### src/rtl/blkdma_pkg.sv
package blkdma_pkg;
  typedef enum logic [1:0] {
    ENG_IDLE = 2'd0,
    ENG_RD   = 2'd1,
    ENG_WR   = 2'd2
  } eng_state_e;

  localparam int OFS_W  = 16;
  localparam int BANK_W = 8;
  localparam int PER_W  = 8;
  localparam int ADDR_W = BANK_W + OFS_W;

  localparam logic [1:0] STEP_INC = 2'b00;
  localparam logic [1:0] STEP_DEC = 2'b01;

  localparam logic [2:0] RIX_CTL   = 3'd0;
  localparam logic [2:0] RIX_PER   = 3'd1;
  localparam logic [2:0] RIX_OFS_L = 3'd2;
  localparam logic [2:0] RIX_OFS_H = 3'd3;
  localparam logic [2:0] RIX_BANK  = 3'd4;
  localparam logic [2:0] RIX_CNT_L = 3'd5;
  localparam logic [2:0] RIX_CNT_H = 3'd6;
endpackage

### src/rtl/blkdma_prio.sv
module blkdma_prio #(
  parameter int N   = 8,
  parameter int IDX = $clog2(N)
) (
  input  logic [N-1:0]   req_i,
  output logic [IDX-1:0] idx_o,
  output logic           any_o
);
  always_comb begin
    idx_o = '0;
    for (int i = N - 1; i >= 0; i--) begin
      if (req_i[i]) idx_o = IDX'(i);
    end
    any_o = |req_i;
  end
endmodule

### src/rtl/blkdma_chan_regs.sv
module blkdma_chan_regs
  import blkdma_pkg::*;
#(
  parameter int NCH  = 8,
  parameter int CH_W = $clog2(NCH)
) (
  input  logic                        clk,
  input  logic                        rst_n,
  input  logic                        cfg_we,
  input  logic                        cfg_glb,
  input  logic [CH_W-1:0]             cfg_ch,
  input  logic [2:0]                  cfg_rix,
  input  logic [7:0]                  cfg_wdata,
  output logic [7:0]                  cfg_rdata,
  input  logic                        upd_en,
  input  logic [CH_W-1:0]             upd_ch,
  input  logic [OFS_W-1:0]            upd_ofs,
  input  logic [OFS_W-1:0]            upd_cnt,
  input  logic                        upd_last,
  output logic [NCH-1:0]              dir_o,
  output logic [NCH-1:0][1:0]         step_o,
  output logic [NCH-1:0][PER_W-1:0]   per_o,
  output logic [NCH-1:0][BANK_W-1:0]  bank_o,
  output logic [NCH-1:0][OFS_W-1:0]   ofs_o,
  output logic [NCH-1:0][OFS_W-1:0]   cnt_o,
  output logic [NCH-1:0]              start_o
);
  logic [NCH-1:0] start_n, start_set, start_clr;
  logic           start_en;

  for (genvar c = 0; c < NCH; c++) begin : g_ch
    logic              hit_w, hit_u, en;
    logic [2:0]        ctl_q, ctl_n;
    logic [PER_W-1:0]  per_q, per_n;
    logic [BANK_W-1:0] bank_q, bank_n;
    logic [OFS_W-1:0]  ofs_q, ofs_n, cnt_q, cnt_n;

    assign hit_w = cfg_we && !cfg_glb && (cfg_ch == CH_W'(c));
    assign hit_u = upd_en && (upd_ch == CH_W'(c));
    assign en    = hit_w || hit_u;

    always_comb begin
      ctl_n  = ctl_q;
      per_n  = per_q;
      bank_n = bank_q;
      ofs_n  = ofs_q;
      cnt_n  = cnt_q;
      if (hit_w) begin
        case (cfg_rix)
          RIX_CTL:   ctl_n  = cfg_wdata[2:0];
          RIX_PER:   per_n  = cfg_wdata;
          RIX_OFS_L: ofs_n  = {ofs_q[15:8], cfg_wdata};
          RIX_OFS_H: ofs_n  = {cfg_wdata, ofs_q[7:0]};
          RIX_BANK:  bank_n = cfg_wdata;
          RIX_CNT_L: cnt_n  = {cnt_q[15:8], cfg_wdata};
          RIX_CNT_H: cnt_n  = {cfg_wdata, cnt_q[7:0]};
          default: ;
        endcase
      end
      if (hit_u) begin
        ofs_n = upd_ofs;
        cnt_n = upd_cnt;
      end
    end

    always_ff @(posedge clk or negedge rst_n) begin
      if (!rst_n) begin
        ctl_q  <= '0;
        per_q  <= '0;
        bank_q <= '0;
        ofs_q  <= '0;
        cnt_q  <= '0;
      end else if (en) begin
        ctl_q  <= ctl_n;
        per_q  <= per_n;
        bank_q <= bank_n;
        ofs_q  <= ofs_n;
        cnt_q  <= cnt_n;
      end
    end

    assign dir_o[c]  = ctl_q[0];
    assign step_o[c] = ctl_q[2:1];
    assign per_o[c]  = per_q;
    assign bank_o[c] = bank_q;
    assign ofs_o[c]  = ofs_q;
    assign cnt_o[c]  = cnt_q;
    assign start_clr[c] = hit_u && upd_last;
    assign start_set[c] = cfg_we && cfg_glb && cfg_wdata[c];
  end

  assign start_en = (|start_set) || (|start_clr);
  assign start_n  = (start_o & ~start_clr) | start_set;

  always_ff @(posedge clk or negedge rst_n) begin
    if (!rst_n)        start_o <= '0;
    else if (start_en) start_o <= start_n;
  end

  always_comb begin
    cfg_rdata = '0;
    if (cfg_glb) begin
      cfg_rdata = 8'(start_o);
    end else begin
      case (cfg_rix)
        RIX_CTL:   cfg_rdata = {5'd0, step_o[cfg_ch], dir_o[cfg_ch]};
        RIX_PER:   cfg_rdata = per_o[cfg_ch];
        RIX_OFS_L: cfg_rdata = ofs_o[cfg_ch][7:0];
        RIX_OFS_H: cfg_rdata = ofs_o[cfg_ch][15:8];
        RIX_BANK:  cfg_rdata = bank_o[cfg_ch];
        RIX_CNT_L: cfg_rdata = cnt_o[cfg_ch][7:0];
        RIX_CNT_H: cfg_rdata = cnt_o[cfg_ch][15:8];
        default:   cfg_rdata = '0;
      endcase
    end
  end
endmodule

### src/rtl/blkdma_engine.sv
module blkdma_engine
  import blkdma_pkg::*;
#(
  parameter int NCH  = 8,
  parameter int CH_W = $clog2(NCH)
) (
  input  logic              clk,
  input  logic              rst_n,
  input  logic              blank_i,
  input  logic              pend_i,
  input  logic [CH_W-1:0]   gnt_i,
  input  logic              dir_i,
  input  logic [1:0]        step_i,
  input  logic [PER_W-1:0]  per_i,
  input  logic [BANK_W-1:0] bank_i,
  input  logic [OFS_W-1:0]  ofs_i,
  input  logic [OFS_W-1:0]  cnt_i,
  input  logic [7:0]        rdata_i,
  output logic [CH_W-1:0]   cur_ch_o,
  output logic              req_o,
  output logic              we_o,
  output logic              periph_o,
  output logic [ADDR_W-1:0] addr_o,
  output logic [7:0]        wdata_o,
  output logic              upd_en_o,
  output logic [OFS_W-1:0]  upd_ofs_o,
  output logic [OFS_W-1:0]  upd_cnt_o,
  output logic              upd_last_o
);
  eng_state_e      st_q, st_n;
  logic [CH_W-1:0] ch_q, ch_n;
  logic [7:0]      dat_q, dat_n;
  logic            st_en, ch_en, dat_en;

  assign upd_last_o = (cnt_i == OFS_W'(1));
  assign upd_cnt_o  = cnt_i - OFS_W'(1);

  always_comb begin
    case (step_i)
      STEP_INC: upd_ofs_o = ofs_i + OFS_W'(1);
      STEP_DEC: upd_ofs_o = ofs_i - OFS_W'(1);
      default:  upd_ofs_o = ofs_i;
    endcase
  end

  always_comb begin
    st_n     = st_q;
    ch_n     = ch_q;
    dat_n    = dat_q;
    upd_en_o = 1'b0;
    case (st_q)
      ENG_IDLE: begin
        if (pend_i && blank_i) begin
          ch_n = gnt_i;
          st_n = ENG_RD;
        end
      end
      ENG_RD: begin
        dat_n = rdata_i;
        st_n  = ENG_WR;
      end
      ENG_WR: begin
        upd_en_o = 1'b1;
        st_n     = (!upd_last_o && blank_i) ? ENG_RD : ENG_IDLE;
      end
      default: st_n = ENG_IDLE;
    endcase
  end

  assign st_en  = (st_n != st_q);
  assign ch_en  = (st_q == ENG_IDLE);
  assign dat_en = (st_q == ENG_RD);

  always_ff @(posedge clk or negedge rst_n) begin
    if (!rst_n) begin
      st_q  <= ENG_IDLE;
      ch_q  <= '0;
      dat_q <= '0;
    end else begin
      if (st_en)  st_q  <= st_n;
      if (ch_en)  ch_q  <= ch_n;
      if (dat_en) dat_q <= dat_n;
    end
  end

  assign cur_ch_o = ch_q;
  assign req_o    = (st_q != ENG_IDLE);
  assign we_o     = (st_q == ENG_WR);
  assign periph_o = req_o && ((st_q == ENG_RD) ? dir_i : !dir_i);
  assign addr_o   = periph_o ? ADDR_W'(per_i) : {bank_i, ofs_i};
  assign wdata_o  = dat_q;
endmodule

### src/rtl/blkdma_ctrl.sv
module blkdma_ctrl
  import blkdma_pkg::*;
#(
  parameter int NCH    = 8,
  parameter int CH_W   = $clog2(NCH),
  parameter int CFG_AW = CH_W + 4
) (
  input  logic              clk,
  input  logic              rst_n,
  input  logic              cfg_we,
  input  logic [CFG_AW-1:0] cfg_addr,
  input  logic [7:0]        cfg_wdata,
  output logic [7:0]        cfg_rdata,
  input  logic              vblank_i,
  input  logic              fblank_i,
  output logic              halt_o,
  output logic              bus_req,
  output logic              bus_we,
  output logic              bus_periph,
  output logic [ADDR_W-1:0] bus_addr,
  output logic [7:0]        bus_wdata,
  input  logic [7:0]        bus_rdata
);
  logic [1:0] rs_q;
  logic       rst_i;

  always_ff @(posedge clk or negedge rst_n) begin
    if (!rst_n) rs_q <= 2'b00;
    else        rs_q <= {rs_q[0], 1'b1};
  end
  assign rst_i = rs_q[1];

  logic [NCH-1:0]             dir_a, start_a;
  logic [NCH-1:0][1:0]        step_a;
  logic [NCH-1:0][PER_W-1:0]  per_a;
  logic [NCH-1:0][BANK_W-1:0] bank_a;
  logic [NCH-1:0][OFS_W-1:0]  ofs_a, cnt_a;
  logic [CH_W-1:0]            gnt, cur_ch;
  logic                       pend, upd_en, upd_last;
  logic [OFS_W-1:0]           upd_ofs, upd_cnt;

  blkdma_chan_regs #(.NCH(NCH), .CH_W(CH_W)) regs_i (
    .clk       (clk),
    .rst_n     (rst_i),
    .cfg_we    (cfg_we),
    .cfg_glb   (cfg_addr[CFG_AW-1]),
    .cfg_ch    (cfg_addr[CH_W+2:3]),
    .cfg_rix   (cfg_addr[2:0]),
    .cfg_wdata (cfg_wdata),
    .cfg_rdata (cfg_rdata),
    .upd_en    (upd_en),
    .upd_ch    (cur_ch),
    .upd_ofs   (upd_ofs),
    .upd_cnt   (upd_cnt),
    .upd_last  (upd_last),
    .dir_o     (dir_a),
    .step_o    (step_a),
    .per_o     (per_a),
    .bank_o    (bank_a),
    .ofs_o     (ofs_a),
    .cnt_o     (cnt_a),
    .start_o   (start_a)
  );

  blkdma_prio #(.N(NCH), .IDX(CH_W)) prio_i (
    .req_i (start_a),
    .idx_o (gnt),
    .any_o (pend)
  );

  blkdma_engine #(.NCH(NCH), .CH_W(CH_W)) eng_i (
    .clk        (clk),
    .rst_n      (rst_i),
    .blank_i    (vblank_i || fblank_i),
    .pend_i     (pend),
    .gnt_i      (gnt),
    .dir_i      (dir_a[cur_ch]),
    .step_i     (step_a[cur_ch]),
    .per_i      (per_a[cur_ch]),
    .bank_i     (bank_a[cur_ch]),
    .ofs_i      (ofs_a[cur_ch]),
    .cnt_i      (cnt_a[cur_ch]),
    .rdata_i    (bus_rdata),
    .cur_ch_o   (cur_ch),
    .req_o      (bus_req),
    .we_o       (bus_we),
    .periph_o   (bus_periph),
    .addr_o     (bus_addr),
    .wdata_o    (bus_wdata),
    .upd_en_o   (upd_en),
    .upd_ofs_o  (upd_ofs),
    .upd_cnt_o  (upd_cnt),
    .upd_last_o (upd_last)
  );

  assign halt_o = pend;
endmodule

### config.mk
export PLATFORM = sky130hd
export DESIGN_NAME = blkdma_ctrl
export DESIGN_NICKNAME = d
export VERILOG_FILES = /design/src/rtl/blkdma_pkg.sv /design/src/rtl/blkdma_prio.sv /design/src/rtl/blkdma_chan_regs.sv /design/src/rtl/blkdma_engine.sv /design/src/rtl/blkdma_ctrl.sv
export SDC_FILE = /design/constraint.sdc
export NUM_CORES = 1
export LEC_CHECK = 0
export CAP_MARGIN = 20
export CELL_PAD_IN_SITES_DETAIL_PLACEMENT = 1
export CELL_PAD_IN_SITES_GLOBAL_PLACEMENT = 1
export CORE_MARGIN = 2
export CORE_UTILIZATION = 35
export DETAILED_ROUTE_END_ITERATION = 10
export PLACE_DENSITY = 0.55
export SLEW_MARGIN = 20
export SYNTH_ARGS = -nofsm -noshare
export SYNTH_HDL_FRONTEND = slang
export SYNTH_SLANG_ARGS = --single-unit
### constraint.sdc
create_clock -name clk -period 16.81 [get_ports clk]
set_input_delay 1.681 -clock clk [delete_from_list [all_inputs] [get_ports clk]]
set_output_delay 1.681 -clock clk [all_outputs]
set_load 0.05 [all_outputs]
==> flow_summary.json <==
{
  "status": "finished clean",
  "drt_iter0_drc": 1694,
  "placement_rows": 101,
  "synth_edf_count": 0,
  "num_vias": 21057,
  "ctsHoldBuffers": 0,
  "die-area_sq_um": 78200,
  "top_usage_layer": "met2",
  "grt_pass1_vias": 21999,
  "htree_num_levels": 2,
  "port_buffers": 71,
  "finalSetupViolCount": 0,
  "ys_seq_elements": 431,
  "final_layout_size_suffix_gt1_frac": 0.248,
  "drtPass1Iterations": 5,
  "postLayoutCellArea_sq_um": 29900,
  "rsz0062_at_grt": "false",
  "arrival_ns": 6.00,
  "clockBufferDepth": 3,
  "power_leakage_nw": 12.3,
  "critical_path_class": "input pin to output port",
  "grt_use_met2": 0.424,
  "drc": 0,
  "power.density_nw_per_um2": 136,
  "seq_area_frac_synth": 0.405,
  "grt_pass1_wl_mm": 154,
  "fmaxAchievable_ghz": 0.130,
  "grt_overflow": 0,
  "switching_share": 0.374,
  "synthFlopType": "dfrtp_1",
  "nets": 2464,
  "slew_headroom": 0.222,
  "p_switching_w": 0.00152,
  "setup_tns_ns": 0,
  "start_util": 0.352,
  "worstMarginPinSlew_ns": 1.17,
  "via_per_inst": 6.10,
  "seqPwrFrac": 0.357,
  "fin_crit_sh": 0.457,
  "ant_nets": 0,
  "routabilityCongestion": 0.849,
  "ir_worst_vdd_uv": 74.6,
  "comb_power_share": 0.343,
  "dpl-instance-area_sq_um": 28100,
  "cts.sinks": 431,
  "intPower_w": 0.00254,
  "async_flop_share": 1.00,
  "grt_max_degree": 176,
  "synth.distinct_cells": 83,
  "critPathCaptureType": "output port",
  "yosysWarningCount": 0,
  "hp-class": "flop to flop",
  "wl_mm": 104,
  "critPathRequiredTime_ns": 15.13,
  "cp_max_fo": 50,
  "clk_pin_slew_worst_paths_ns": 0.06,
  "p_clk_frac": 0.300,
  "cts_made_buffers": 52,
  "clk_latency_ns": 0.64,
  "avgSynthCellArea_sq_um": 10.8,
  "ios": 72,
  "core_sq_um": 75600,
  "grtUsageMet1": 0.369,
  "use_met3": 0.0379,
  "antenna_found_initial": 4,
  "ctsResizeCount": 0,
  "synthCells": 2467,
  "cts_tree": "yes",
  "critPathLaunchType": "input pin",
  "dieWidth_um": 280,
  "detailed_place_hpwl_mm": 66.6,
  "fin_worst_skew_ns": 0.0305,
  "grt_usage": 0.266,
  "area_delta_synth_final_pct": 12.6,
  "hold_violations": 0,
  "avgRoutedWirePerCell_um": 30.1,
  "netlist_area_sq_um": 26600,
  "period_needed_ns": 7.68,
  "die_h_um": 280,
  "syn-num-nets": 2498,
  "clock-root-buffer": "clkbuf_16",
  "cap_violations": 0,
  "cts_setup_buffers": 0,
  "maxSlewViolCount": 0
}
==> worst max-delay path, stage by stage <==
cell and delay [ns]:
buf_4 0.31, buf_4 0.81, buf_4 0.67, mux4_2 0.40, mux2i_1 0.42, o22ai_1 0.20, nor4_1 0.56, o21ai_0 0.17
clkdlybuf4s50_1 0.73
==> cell families (layout without fill, tap and decap cells) <==
| logic type | count (synthesis) | in the layout | synth area share |
|---|---|---|---|
| AND/OR/NAND/NOR | 687 | 687 | 0.113 |
| other | 1 | 2 | 0.000141 |
| XOR/XNOR | 31 | 31 | 0.0127 |
| buffers and inverters | 214 | 222 | 0.0350 |
| AO/OA/AOI/OAI | 531 | 531 | 0.116 |
| flip-flops | 431 | 431 | 0.405 |
| multiplexers | 569 | 569 | 0.316 |
| adder cells (fa/ha/maj) | 3 | 3 | 0.00141 |
==> synth_stat cells (all sizes together), types with 5 or more instances <==
library cell,instances,area share
dfrtp,431,0.41
nand2,304,0.043
mux2,240,0.10
nor2,222,0.031
a21oi,205,0.039
mux4,186,0.16
o21ai,182,0.034
mux2i,143,0.057
clkbuf,138,0.019
buf,62,0.014
a211oi,57,0.016
nor2b,35,0.0082
o22ai,27,0.0063
xnor2,23,0.0098
nand3,19,0.0036
nor3,19,0.0036
nand2b,15,0.0035
and2,14,0.0033
or2,13,0.0032
inv,12,0.0017
a22o,11,0.0037
a22oi,10,0.0028
or3,9,0.0021
nor4,8,0.0024
xor2,8,0.0029
o221ai,7,0.0025
a31oi,6,0.0014
nor3b,5,0.0014
==> sequential cells by signal (all words and copies together), names as in the netlist <==
name                count
regs_i.g_ch.cnt_q     128
regs_i.g_ch.ofs_q     128
regs_i.g_ch.bank_q     64
regs_i.g_ch.per_q      64
regs_i.g_ch.ctl_q      24
eng_i.wdata_o           8
regs_i.start_o          8
eng_i.cur_ch_o          3
eng_i.st_q              2
rs_q                    2
==> final cells by class <==
cell class	count	area, sq um
Tap cell	978	1220
Timing Repair Buffer	112	1070
Clock inverter	15	262
Multi-Input combinational cell	1822	15000
Inverter	14	52.6
Clock buffer	81	1570
Sequential cell	431	10800
Antenna cell	1	2.50
Fill cell	8164	45600
==> worst paths after layout <==
kind / startpoint / end / slack (ns) / depth (start not counted)
max: cfg_addr[4] / cfg_rdata[0] / 9.13 / 9
max in group asynchronous: rs_q[1] / regs_i.g_ch[0].ofs_q[11] / 14.87 / 1
min: rs_q[0] / rs_q[1] / 0.36 / 0
min in group asynchronous: rs_q[1] / regs_i.g_ch[5].per_q[3] / 0.38 / 0
max reg2reg: eng_i.cur_ch_o[0] / regs_i.g_ch[3].ofs_q[5] / 11.54 / 11
min reg2reg: rs_q[0] / rs_q[1] / 0.36 / 0
==> power groups by stage <==
stage               clock, W  combinational (W)  sequential [W]
finish               0.00122            0.00139         0.00145
detailed placement         0            0.00138         0.00146
floorplan                  0           0.000927         0.00143
global route         0.00128            0.00149         0.00147
CTS                  0.00125            0.00139         0.00144
global placement           0            0.00135         0.00145
==> placed cells by master, fill, tap and decap left out, drive strengths merged, types with 9 or more instances in the layout <==
master and n:
a211oi 57, clkinv 11, dfrtp 431, a21oi 205
and2 14, o21ai 182, nand2b 15, clkdlybuf4s50 63
inv 12, nor3 19, nand3 19, xnor2 23
nor2 222, mux2 240, clkbuf 82, a22oi 10
nor2b 35, a22o 11, o22ai 27, mux2i 143
nand2 304, or3 9, mux4 186, buf 48
or2 13
==> metal layers <==
metal | vias to the layer above | part of all wire | wire (um)
met4 | 4 | 0.036 | 3790
met1 | 11252 | 0.45 | 46700
met3 | 169 | 0.048 | 4990
li1 | 9022 | - | -
met5 | - | 0.00024 | 25
met2 | 610 | 0.47 | 48300
==> stage by stage <==
step / instances / power, W / util / hold slack [ns] / setup slack [ns]
floorplan: 2467 / 0.00235 / - / 0.331 / 3.91
global placement: 3354 / 0.00280 / 0.371 / 0.336 / 9.17
detailed placement: 3355 / 0.00284 / 0.371 / 0.346 / 9.16
CTS: 3451 / 0.00408 / 0.396 / 0.360 / 9.17
global route: 3454 / 0.00425 / 0.396 / 0.369 / 9.05
finish: 3454 / 0.00406 / 0.396 / 0.357 / 9.13
No activity file was read; power rests on OpenSTA's default activity.
